--- src/rtl/edge_irq_pkg.sv ---
package edge_irq_pkg;

  typedef enum logic [1:0] {
    SENSE_LEVEL = 2'b00,
    SENSE_RISE  = 2'b01,
    SENSE_FALL  = 2'b10,
    SENSE_BOTH  = 2'b11
  } sense_e;

  localparam int unsigned AW       = 3;
  localparam logic [AW-1:0] OFS_SENSE = 3'd0;
  localparam logic [AW-1:0] OFS_DIR   = 3'd2;
  localparam logic [AW-1:0] OFS_IEN   = 3'd3;
  localparam logic [AW-1:0] OFS_DOUT  = 3'd4;
  localparam logic [AW-1:0] OFS_PINS  = 3'd5;
  localparam logic [AW-1:0] OFS_FLAG  = 3'd6;

endpackage

--- src/rtl/edge_irq_sync.sv ---
module edge_irq_sync #(
  parameter int unsigned W = 7
) (
  input  logic         clk,
  input  logic         rst_n,
  input  logic [W-1:0] d,
  output logic [W-1:0] q
);
  logic [W-1:0] meta_q;
  logic [W-1:0] sync_q;

  always_ff @(posedge clk or negedge rst_n) begin
    if (!rst_n) begin
      meta_q <= '0;
      sync_q <= '0;
    end else begin
      meta_q <= d;
      sync_q <= meta_q;
    end
  end

  assign q = sync_q;
endmodule

--- src/rtl/edge_irq_chan.sv ---
module edge_irq_chan
  import edge_irq_pkg::*;
(
  input  logic   clk,
  input  logic   rst_n,
  input  sense_e sense,
  input  logic   en,
  input  logic   pin_s,
  input  logic   clr,
  output logic   flag_rd,
  output logic   irq
);
  logic prev_q;
  logic flag_q;
  logic flag_d;
  logic edge_det;

  always_comb begin
    unique case (sense)
      SENSE_RISE: edge_det = pin_s & ~prev_q;
      SENSE_FALL: edge_det = ~pin_s & prev_q;
      SENSE_BOTH: edge_det = pin_s ^ prev_q;
      default:    edge_det = 1'b0;
    endcase
  end

  always_comb begin
    if (sense == SENSE_LEVEL) flag_d = 1'b0;
    else                      flag_d = (flag_q & ~clr) | edge_det;
  end

  always_ff @(posedge clk or negedge rst_n) begin
    if (!rst_n) begin
      prev_q <= 1'b0;
      flag_q <= 1'b0;
    end else begin
      prev_q <= pin_s;
      flag_q <= flag_d;
    end
  end

  assign flag_rd = (sense == SENSE_LEVEL) ? ~pin_s : flag_q;
  assign irq     = en & flag_rd;

  assert_flag_from_edge_R5: assert property (@(posedge clk) disable iff (!rst_n)
    $rose(flag_q) |-> $past(edge_det));

  assert_w1c_clears_R8: assert property (@(posedge clk) disable iff (!rst_n)
    (clr && !edge_det && flag_q) |=> !flag_q);

  assert_keep_on_clash_R9: assert property (@(posedge clk) disable iff (!rst_n)
    (clr && edge_det) |=> flag_q);
endmodule

--- src/rtl/edge_irq_regs.sv ---
module edge_irq_regs
  import edge_irq_pkg::*;
#(
  parameter int unsigned RW = 8
) (
  input  logic            clk,
  input  logic            rst_n,
  input  logic            wr_en,
  input  logic [AW-1:0]   addr,
  input  logic [2*RW-1:0] wdata,
  output logic [2*RW-1:0] rdata,
  input  logic [RW-1:0]   pin_s,
  input  logic [RW-1:0]   flag_rd,
  output logic [2*RW-1:0] sense_q,
  output logic [RW-1:0]   dir_q,
  output logic [RW-1:0]   ien_q,
  output logic [RW-1:0]   dout_q,
  output logic [RW-1:0]   clr
);
  localparam int unsigned SW = 2 * RW;
  localparam logic [RW-1:0] BYTE_MASK  = {{(RW-1){1'b1}}, 1'b0};
  localparam logic [SW-1:0] SENSE_MASK = {{(SW-2){1'b1}}, 2'b00};

  logic [SW-1:0] sense_d;
  logic [RW-1:0] dir_d, ien_d, dout_d;
  logic [RW-1:0] wbyte;

  assign wbyte = wdata[RW-1:0] & BYTE_MASK;

  always_comb begin
    sense_d = sense_q;
    dir_d   = dir_q;
    ien_d   = ien_q;
    dout_d  = dout_q;
    clr     = '0;
    if (wr_en) begin
      unique case (addr)
        OFS_SENSE: sense_d = wdata & SENSE_MASK;
        OFS_DIR:   dir_d   = wbyte;
        OFS_IEN:   ien_d   = wbyte;
        OFS_DOUT:  dout_d  = wbyte;
        OFS_FLAG:  clr     = wbyte;
        default:   ;
      endcase
    end
  end

  always_ff @(posedge clk or negedge rst_n) begin
    if (!rst_n) begin
      sense_q <= '0;
      dir_q   <= '0;
      ien_q   <= '0;
      dout_q  <= '0;
    end else begin
      sense_q <= sense_d;
      dir_q   <= dir_d;
      ien_q   <= ien_d;
      dout_q  <= dout_d;
    end
  end

  always_comb begin
    unique case (addr)
      OFS_SENSE: rdata = sense_q;
      OFS_DIR:   rdata = {{RW{1'b0}}, dir_q};
      OFS_IEN:   rdata = {{RW{1'b0}}, ien_q};
      OFS_DOUT:  rdata = {{RW{1'b0}}, dout_q};
      OFS_PINS:  rdata = {{RW{1'b0}}, pin_s & BYTE_MASK};
      OFS_FLAG:  rdata = {{RW{1'b0}}, flag_rd & BYTE_MASK};
      default:   rdata = '0;
    endcase
  end

  assert_reserved_zero_R2: assert property (@(posedge clk) disable iff (!rst_n)
    rdata[0] == 1'b0);
endmodule

--- src/rtl/edge_irq_port.sv ---
module edge_irq_port
  import edge_irq_pkg::*;
#(
  parameter int unsigned NUM_PINS = 7
) (
  input  logic                  clk,
  input  logic                  rst_n,
  input  logic                  wr_en,
  input  logic [AW-1:0]         addr,
  input  logic [2*NUM_PINS+1:0] wdata,
  output logic [2*NUM_PINS+1:0] rdata,
  input  logic [NUM_PINS:1]     pin_in,
  output logic [NUM_PINS:1]     pin_out,
  output logic [NUM_PINS:1]     pin_oe,
  output logic [NUM_PINS:1]     irq
);
  localparam int unsigned RW = NUM_PINS + 1;
  localparam int unsigned SW = 2 * RW;

  logic rst_meta_q, rst_sync_q;
  logic [NUM_PINS:1] pin_sync;
  logic [RW-1:0] pin_s, flag_rd, dir_q, ien_q, dout_q, clr;
  logic [SW-1:0] sense_q;
  logic unused_bits;

  always_ff @(posedge clk or negedge rst_n) begin
    if (!rst_n) begin
      rst_meta_q <= 1'b0;
      rst_sync_q <= 1'b0;
    end else begin
      rst_meta_q <= 1'b1;
      rst_sync_q <= rst_meta_q;
    end
  end

  edge_irq_sync #(.W(NUM_PINS)) u_sync (
    .clk   (clk),
    .rst_n (rst_sync_q),
    .d     (pin_in),
    .q     (pin_sync)
  );

  assign pin_s      = {pin_sync, 1'b0};
  assign flag_rd[0] = 1'b0;

  edge_irq_regs #(.RW(RW)) u_regs (
    .clk     (clk),
    .rst_n   (rst_sync_q),
    .wr_en   (wr_en),
    .addr    (addr),
    .wdata   (wdata),
    .rdata   (rdata),
    .pin_s   (pin_s),
    .flag_rd (flag_rd),
    .sense_q (sense_q),
    .dir_q   (dir_q),
    .ien_q   (ien_q),
    .dout_q  (dout_q),
    .clr     (clr)
  );

  for (genvar p = 1; p <= NUM_PINS; p++) begin : g_pin
    edge_irq_chan u_chan (
      .clk     (clk),
      .rst_n   (rst_sync_q),
      .sense   (sense_e'(sense_q[2*p +: 2])),
      .en      (ien_q[p]),
      .pin_s   (pin_s[p]),
      .clr     (clr[p]),
      .flag_rd (flag_rd[p]),
      .irq     (irq[p])
    );

    assert_irq_needs_en_R7: assert property (@(posedge clk) disable iff (!rst_sync_q)
      irq[p] |-> ien_q[p]);
  end

  assign pin_out     = dout_q[NUM_PINS:1];
  assign pin_oe      = dir_q[NUM_PINS:1];
  assign unused_bits = ^{sense_q[1:0], dir_q[0], ien_q[0], dout_q[0], clr[0]};

  assert_reset_quiet_R1: assert property (@(posedge clk) disable iff (!rst_sync_q)
    $rose(rst_sync_q) |-> (irq == '0 && pin_oe == '0));
endmodule

--- config.mk ---
export PLATFORM = sky130hd
export DESIGN_NAME = edge_irq_port
export DESIGN_NICKNAME = d
export VERILOG_FILES = /design/src/rtl/edge_irq_pkg.sv /design/src/rtl/edge_irq_sync.sv /design/src/rtl/edge_irq_chan.sv /design/src/rtl/edge_irq_regs.sv /design/src/rtl/edge_irq_port.sv
export SDC_FILE = /design/constraint.sdc
export NUM_CORES = 1
export LEC_CHECK = 0
export ABC_AREA = 1
export BUFFER_PORTS_ARGS = -buffer_cell sky130_fd_sc_hd__buf_2
export CAP_MARGIN = 40
export CORE_MARGIN = 2
export CORE_UTILIZATION = 59
export CTS_CLUSTER_DIAMETER = 50
export DETAILED_ROUTE_END_ITERATION = 10
export GPL_TIMING_DRIVEN = 0
export HOLD_SLACK_MARGIN = 0.1
export PLACE_DENSITY = 0.85
export SYNTH_ARGS = -nofsm -noshare
export SYNTH_HDL_FRONTEND = slang
export SYNTH_SLANG_ARGS = --single-unit
--- constraint.sdc ---
create_clock -name clk -period 2.9 [get_ports clk]
set_input_delay 0.145 -clock clk [delete_from_list [all_inputs] [get_ports clk]]
set_output_delay 0.145 -clock clk [all_outputs]
set_load 0.01 [all_outputs]
Word level (Yosys, flattened, before mapping)
Index checks and enable logic that the tools add are counted.
{"block": "totals", "ff_bits": 65, "latch_bits": 0, "ramBits": 0, "romBits": 0, "inputBits": 29, "out_inout_bits": 37, "elab_cells": 147, "n_memories": 0}
{"block": "op_classes", "add_sub_neg": 0, "mul": 0, "div": 0, "order_cmp": 0, "n_eq_ne": 26, "n_shift": 0, "n_mux": 24, "n_bitwise": 63, "reduce_logical": 12}
{"op": "$pmux W16 S6", "count": 1}
{"op": "$and A1 B1 Y1", "count": 28}
{"op": "$eq A2 B2 Y1 const B", "count": 14}
{"op": "$not A1 Y1", "count": 21}
{"op": "$pmux W1 S3", "count": 7}
{"op": "$mux W8", "count": 2}
{"op": "$eq A2 B1 Y1 const B", "count": 7}
{"op": "$logic_not A2 Y1", "count": 7}
{"op": "$mux W1", "count": 14}
{"op": "$eq A3 B3 Y1 const B", "count": 3}
{"op": "$reduce_and A2 Y1", "count": 4}
{"op": "$or A1 B1 Y1", "count": 7}
{"op": "$xor A1 B1 Y1", "count": 7}
{"op": "$eq A3 B2 Y1 const B", "count": 2}
{"op": "$logic_not A3 Y1", "count": 1}

Depth between registers and ports, before layout
Gate-level depths: netlist of run 1.
{"block": "logic_depth", "ltp_word": 7, "depth_mapped": 8, "ltp_nobuf": 6}

By module
Synthesis of run 1 repeated with hierarchy kept, for this count alone.
{"block": "hier_totals", "hier_cells": 454, "area_unflattened_um2": 3573.4}
{"module": "edge_irq_regs", "n_inst": 1, "cells_each": 282, "area_each_um2": 2035.7, "seq_area_each_um2": 875.8}
{"module": "edge_irq_chan", "n_inst": 7, "cells_each": 22, "area_each_um2": 161.4, "seq_area_each_um2": 50.0}
{"module": "edge_irq_sync", "n_inst": 1, "cells_each": 14, "area_each_um2": 350.3, "seq_area_each_um2": 350.3}
{"module": "edge_irq_port", "n_inst": 1, "cells_each": 4, "area_each_um2": 57.6, "seq_area_each_um2": 50.0}

Worst setup path before layout of run 1
OpenSTA, ideal clock, no wires.
{"block": "synth_timing", "path_kind": "register to output", "startpoint": "register u_regs.sense_q[6]", "endpoint": "output rdata[3]", "t_arrival_ns": 0.941, "required_time_ns": 2.755, "slack_ns": 1.814, "stages_incl_launch_ff": 5, "n_path_buf": 0, "cell_sequence": "dfrtp_1 o21ai_0 nand2_1 a21oi_1 nand2_1"}
{"block": "synth_between", "elab_chain_cells": 3}
{"element": "start, declared", "line": "edge_irq_regs.sv:14", "source": "output logic [2*RW-1:0] sense_q,"}
{"element": "start signal, assigned", "line": "edge_irq_regs.sv:55", "source": "sense_q <= sense_d;"}
{"element": "$logic_not A2 Y1", "line": "edge_irq_chan.sv:42", "source": "assign flag_rd = (sense == SENSE_LEVEL) ? ~pin_s : flag_q;"}
{"element": "$mux W1", "line": "edge_irq_chan.sv:42"}
{"element": "$pmux W16 S6", "line": "edge_irq_regs.sv:63", "source": "unique case (addr)"}
{"element": "end, declared", "line": "edge_irq_port.sv:11", "source": "output logic [2*NUM_PINS+1:0] rdata,"}
No other way between the ends.

Worst setup path in the final report of run 1
{"block": "layout_timing", "startpoint": "register u_regs.sense_q[13]", "endpoint": "output rdata[6]"}
The elaborated chain is that of the path after synthesis.

==> impl_metrics.py, run 1 <==
metrics = {
    "placement": {
        "place_area_um2": 3750,
        "gp_congestion": 0.894,
        "io_buffers": 61,
        "dpl_worst_slack_ps": 1520,
        "dp_hpwl_mm": 5.84,
    },
    "critical_path": {
        "cp-end-kind": "output port",
        "path_cells": "o21ai_0, nand2_1, a21oi_1, nand2_1, buf_2",
        "worstPathArrival_ps": 1600,
        "cp_max_fo": 5,
        "slowest_stage": "dfrtp_1",
        "cpPeakStageDelay_ps": 430,
        "reg2reg_from": "u_sync.q[2]",
        "startpoint_type": "flop",
        "crit_path_start": "u_regs.sense_q[13]",
        "r2r_cells": 4,
        "r2r_end": "g_pin[3].u_chan.flag_q",
        "crit_top_cell": "nand2_1",
        "criticalPathCategory": "flop to output port",
        "r2r_slack_ps": 1760,
        "required_ps": 2760,
    },
    "drt": {
        "via_per_inst": 5.37,
        "drc": 0,
        "ant_nets": 0,
        "vias": 3091,
        "routed_wl_mm": 8.46,
        "dr.pass1.iters": 4,
        "routedWlPerCell_um": 14.7,
        "drt_iter0_markers": 275,
    },
    "synth": {
        "yosysUniqueCellTypes": 23,
        "yosysSeqAreaShare_pct": 48.8,
        "ys_warn_count": 0,
        "ys_ff_latch": 65,
        "synthesis.area_um2": 3330,
        "synth_area_per_cell_um2": 8.29,
        "synth_cells": 402,
        "synth_nets": 445,
    },
    "global_route": {
        "antenna_found_initial": 0,
        "grt_pass1_vias": 3042,
        "grt_pass1_wl_mm": 13.8,
        "grtUsageTotal_pct": 29.5,
        "grt_overflow_total": 0,
        "grt_max_degree": 40,
    },
    "clock_tree": {
        "cts_root_buf": "clkbuf_8",
        "insertion_delay_ps": 360,
        "tritoncts": "done",
        "cts.reportedPaths.clkPinSlew_ps": 70,
        "cts_made_buffers": 9,
        "cts_sinks": 65,
        "htreeDepth": 3,
        "cts_setup_buffers": 0,
        "cts_buffer_depth": 2,
    },
    "worst_hold_path": {
        "hold_end": "u_regs.ien_q[1]",
        "hold_depth": 5,
        "hold_path_class": "input port to flop",
        "min_from": "wr_en",
    },
    "power_and_ir_drop": {
        "powerDensity_nw_per_um2": 612,
        "p_sw_share_pct": 32.6,
        "p_switching_uw": 837,
        "p_leak_uw": 0.00224,
        "power_frac_seq_pct": 45.6,
        "ir_drop_uv": 413,
        "clkPwrFrac_pct": 30.8,
        "p_int_uw": 1730,
        "p_comb_share_pct": 23.6,
    },
    "floorplanning": {
        "die_y_um": 79.2,
        "rows": 27,
        "pin_count": 66,
        "design.core.area_um2": 5470,
        "dieArea_um2": 6270,
        "initial_core_util_pct": 60.9,
        "die_w_um": 79.2,
    },
    "layout": {
        "drive_above_1_share_pct": 22.4,
        "final_cell_mix": "71 x nand2_1, 68 x buf_2, 64 x dfrtp_1",
        "syn2layout_area_growth_pct": 25.9,
        "diodes": 0,
        "layout_commonest_cell": "nand2_1",
        "design_area_um2": 4200,
        "nNetsFinal": 542,
    },
    "run": {
        "maxCapViolations": 0,
    },
    "timing": {
        "setup_slack_ps": 1160,
        "clock_skew_ps": 8.75,
        "finalSetupViolCount": 0,
        "tightest_slew_ps": 578,
        "rsz0062_at_grt": "no",
        "slew_headroom_pct": 61.4,
        "max_clock_freq_ghz": 0.574,
        "slew_violations": 0,
        "post-route-period-util_pct": 60.1,
        "period_needed_ps": 1740,
        "final_hold_viol_count": 0,
        "finalSetupTns_ps": 0,
        "whs_ps": 214,
    },
    "status": {
        "outcome": "finished clean",
    },
}
[critical path, delay by kind of cell (launching register included)]
family                 cells  cell delay (ps)
AO/OA/AOI/OAI              2              490
AND/OR/NAND/NOR            2              180
buffers and inverters      1              140
flip-flops                 1              430
[timing repair]
action                                 CTS  global route
resized for setup                        0             0
hold buffers                            24             0
endpoints found under the hold margin   25             0
setup endpoints to repair                0             0
[power groups by stage]
stage	combinational (uW)	sequential, uW	clock, uW
5_1_grt	686	1190	844
6_report	606	1170	791
3_3_place_gp	540	1190	0
4_1_cts	604	1170	799
2_1_floorplan	373	1170	0
3_5_place_dp	577	1180	0
[worst max path at each step]
stage,endpoint,slack (ps),cells past startpoint
after global routing,rdata[6],1040,5
after detailed placement,rdata[7],1520,7
after floorplan,g_pin[1].u_chan.flag_q,960,0
final,rdata[6],1160,5
after CTS,rdata[6],1210,5
after global placement,g_pin[4].u_chan.flag_q,260,0
[logic make-up after synthesis]
kind of cell	after synthesis	synth area share (%)
other	2	0.225
AO/OA/AOI/OAI	61	10.4
adder cells (fa/ha/maj)	14	5.26
buffers and inverters	77	10.8
AND/OR/NAND/NOR	183	24.5
flip-flops	65	48.8
[per-layer routing]
| metal | up-vias | track usage [%] | share of wire [%] |
|---|---|---|---|
| li1 | 1477 | - | - |
| met3 | 22 | 9.55 | 6.4 |
| met4 | 0 | 12.4 | 2.5 |
| met2 | 118 | 50.8 | 51 |
| met1 | 1474 | 33.7 | 40 |
| met5 | - | 0 | 0 |
[synth_stat cells]
cell type | count | share of area, %
nand2_1 | 71 | 8.0
dfrtp_1 | 65 | 49
nor2_1 | 58 | 6.5
inv_1 | 54 | 6.1
nand3_1 | 39 | 5.9
o21ai_0 | 30 | 4.5
a21oi_1 | 16 | 2.4
ha_1 | 14 | 5.3
nand4_1 | 9 | 1.7
buf_4 | 8 | 1.8
buf_2 | 7 | 1.1
o21ai_2 | 7 | 1.8
o211ai_1 | 6 | 1.4
buf_6 | 4 | 1.4
nor2_4 | 3 | 1.0
clkbuf_1 | 2 | 0.23
conb_1 | 2 | 0.23
o21ai_1 | 2 | 0.30
inv_2 | 1 | 0.11
inv_4 | 1 | 0.19
nand3_2 | 1 | 0.30
nand3_4 | 1 | 0.53
nor2_8 | 1 | 0.60
[layout make-up]
| class | instances | area [um2] |
|---|---|---|
| clock inverters | 6 | 67.6 |
| well taps | 72 | 90.1 |
| flip-flops and latches | 65 | 1630 |
| inverters | 56 | 213 |
| repair buffers | 86 | 566 |
| clock buffers | 10 | 138 |
| plain buffers | 21 | 148 |
| fillers | 406 | 1280 |
| multi-input cells | 260 | 1350 |
[stage by stage]
step,total power [uW],std cells,utilization (%)
2_1_floorplan,1550,402,-
3_3_place_gp,1730,535,68.1
3_5_place_dp,1760,536,68.5
4_1_cts,2570,576,76.7
5_1_grt,2720,576,76.7
6_report,2570,576,76.7
[registers in the layout (all words and copies together), names as in the netlist]
signal,cells
u_regs.dout_q,7
rst_sync_q,1
u_regs.dir_q,7
u_regs.ien_q,7
u_regs.sense_q,14
u_sync.q,7
u_sync.meta_q,7
g_pin.u_chan.prev_q,7
rst_meta_q,1
g_pin.u_chan.flag_q,7
Note: power is estimated with default switching activity, not from simulation.
==> inputs of run 2 (changes only) <==
--- a/config.mk
+++ b/config.mk
@@ -9,12 +9,12 @@
 export BUFFER_PORTS_ARGS = -buffer_cell sky130_fd_sc_hd__buf_2
 export CAP_MARGIN = 40
 export CORE_MARGIN = 2
-export CORE_UTILIZATION = 59
+export CORE_UTILIZATION = 55
 export CTS_CLUSTER_DIAMETER = 50
 export DETAILED_ROUTE_END_ITERATION = 10
 export GPL_TIMING_DRIVEN = 0
 export HOLD_SLACK_MARGIN = 0.1
-export PLACE_DENSITY = 0.85
+export PLACE_DENSITY = 0.8
 export SYNTH_ARGS = -nofsm -noshare
 export SYNTH_HDL_FRONTEND = slang
 export SYNTH_SLANG_ARGS = --single-unit
==> constraint.sdc (replaced) <==
create_clock -name clk -period 1.73 [get_ports clk]
set_input_delay 0.0865 -clock clk [delete_from_list [all_inputs] [get_ports clk]]
set_output_delay 0.0865 -clock clk [all_outputs]
set_load 0.01 [all_outputs]
==> run 2 against run 1 <==
Count of clock-buffer cells in the layout is 3 higher. Die area grew 6.9%. Global-route usage decreased by 1.5 points. Critical path depth unchanged. Sequential power increased by 68%. Register-to-register slack worse by 1300 ps. Clock skew down 2.8 ps. Worst setup slack worse by 1100 ps. Wire length down 0.38%. Largest cell class unchanged.
==> impl_metrics.py, run 2 (same netlist as run 1, synthesis figures left out) <==
metrics = {
    "critical_path": {
        "worstPathArrival_ps": 1570,
        "cp_max_fo": 6,
        "worstSetupEndpoint": "rdata[3]",
        "reg2reg_from": "u_sync.q[0]",
        "r2r_cells": 4,
        "r2r_end": "g_pin[1].u_chan.flag_q",
        "startpoint_type": "flop",
        "cp-end-kind": "output port",
        "criticalPathCategory": "flop to output port",
        "r2r_slack_ps": 450,
        "required_ps": 1640,
        "crit_path_start": "u_regs.sense_q[6]",
    },
    "global_route": {
        "grt_pass1_vias": 2989,
        "grt_pass1_wl_mm": 14.0,
        "grt_overflow_total": 0,
        "antenna_found_initial": 0,
        "grt_max_degree": 34,
        "grtUsageTotal_pct": 28.0,
    },
    "floorplanning": {
        "die_y_um": 81.9,
        "design.core.area_um2": 5890,
        "initial_core_util_pct": 56.6,
        "dieArea_um2": 6700,
        "pin_count": 66,
        "rows": 28,
        "die_w_um": 81.9,
    },
    "clock_tree": {
        "cts_sinks": 65,
        "insertion_delay_ps": 340,
        "cts.reportedPaths.clkPinSlew_ps": 70,
        "htreeDepth": 3,
        "tritoncts": "done",
        "cts_made_buffers": 9,
        "cts_root_buf": "clkbuf_8",
        "cts_setup_buffers": 0,
        "cts_buffer_depth": 2,
    },
    "layout": {
        "fin_cells": 579,
        "drive_above_1_share_pct": 22.2,
        "layout_commonest_cell": "nand2_1",
        "nNetsFinal": 542,
        "final_cell_mix": "71 x nand2_1, 68 x buf_2, 64 x dfrtp_1",
        "syn2layout_area_growth_pct": 25.1,
        "fillers": 480,
        "diodes": 0,
        "top_register": "u_regs.sense_q",
        "multi_input_area_um2": 1350,
        "largest_reg_flops": 14,
        "design_area_um2": 4170,
        "ff_latch_area_um2": 1630,
    },
    "timing": {
        "rsz0062_at_grt": "no",
        "slew_violations": 0,
        "finalSetupViolCount": 0,
        "whs_ps": 161,
        "max_clock_freq_ghz": 0.603,
        "slew_headroom_pct": 53.6,
        "post-route-period-util_pct": 95.9,
        "setup_slack_ps": 71.7,
        "finalSetupTns_ps": 0,
        "period_needed_ps": 1660,
        "tightest_slew_ps": 696,
        "final_hold_viol_count": 0,
        "clock_skew_ps": 5.91,
    },
    "drt": {
        "ant_nets": 0,
        "vias": 3084,
        "drt_iter0_markers": 283,
        "dr.pass1.iters": 4,
        "routedWlPerCell_um": 14.6,
        "drc": 0,
        "via_per_inst": 5.33,
        "routed_wl_mm": 8.43,
    },
    "run": {
        "maxCapViolations": 0,
    },
    "power_and_ir_drop": {
        "p_leak_uw": 0.00224,
        "ir_drop_uv": 544,
        "powerDensity_nw_per_um2": 993,
    },
    "placement": {
        "gp_congestion": 0.874,
        "dp_hpwl_mm": 5.67,
        "dpl_worst_slack_ps": 413,
        "dp.cells": 539,
        "place_area_um2": 3750,
        "io_buffers": 61,
    },
    "worst_hold_path": {
        "hold_path_class": "input port to flop",
    },
    "status": {
        "outcome": "finished clean",
    },
}
## run 2: cell types whose count changed in the layout (fill, tap and decap cells not counted)
cell / change
clkbuf_1: +2
nor2_2: +1
clkinv_2: +2
clkinvlp_4: -2
clkinv_4: -2
bufinv_16: -1
nor2_1: -1
clkbuf_8: +1
## run 2: layout make-up
| class | instances | area share, % |
|---|---|---|
| flip-flops and latches | 65 | 39.0 |
| well taps | 75 | 2.25 |
| clock inverters | 3 | 0.360 |
| clock buffers | 13 | 3.81 |
| plain buffers | 21 | 3.54 |
| inverters | 56 | 5.10 |
| multi-input cells | 260 | 32.3 |
| repair buffers | 86 | 13.6 |
## run 2: metal layers
metal / vias up / GRT usage (%) / wire length, um
met4: 0 / 12.7 / 211
met3: 24 / 6.37 / 652
met5: - / 0 / 0
li1: 1478 / - / -
met2: 121 / 42.5 / 3950
met1: 1461 / 38.2 / 3610
## run 2: where the power goes
group / internal (uW) / switching, uW
registers: 1750 / 218
logic: 447 / 570
clock network: 592 / 561
## run 2: what timing repair did
action / CTS / global route
resized for setup: 0 / 1
hold endpoints to repair: 47 / 0
setup endpoints to repair: 0 / 1
hold buffers: 24 / 0
## run 2: worst max-delay path, cell delays in order (launching register included)
cell and delay [ps]:
dfrtp_1 460, o21ai_0 330, nand2_1 90, a21oi_1 130, nand2_1 80, buf_2 140
## run 2: metrics by stage
| step | utilization (%) | power, uW |
|---|---|---|
| 6_report | 70.9 | 4140 |
| 5_1_grt | 70.9 | 4410 |
| 4_1_cts | 70.8 | 4150 |
| 3_5_place_dp | 63.8 | 2950 |
| 3_3_place_gp | 63.4 | 2900 |
| 2_1_floorplan | - | 2590 |
## run 2: worst min path at each step
| stage | start | endpoint | depth (start not counted) |
|---|---|---|---|
| floorplan | rst_n | rst_meta_q | 0 |
| global placement | rst_n | rst_meta_q | 1 |
| detailed placement | rst_n | rst_meta_q | 1 |
| CTS | wr_en | u_regs.ien_q[1] | 5 |
| global route | wr_en | u_regs.ien_q[3] | 5 |
| finish | wr_en | u_regs.ien_q[1] | 5 |
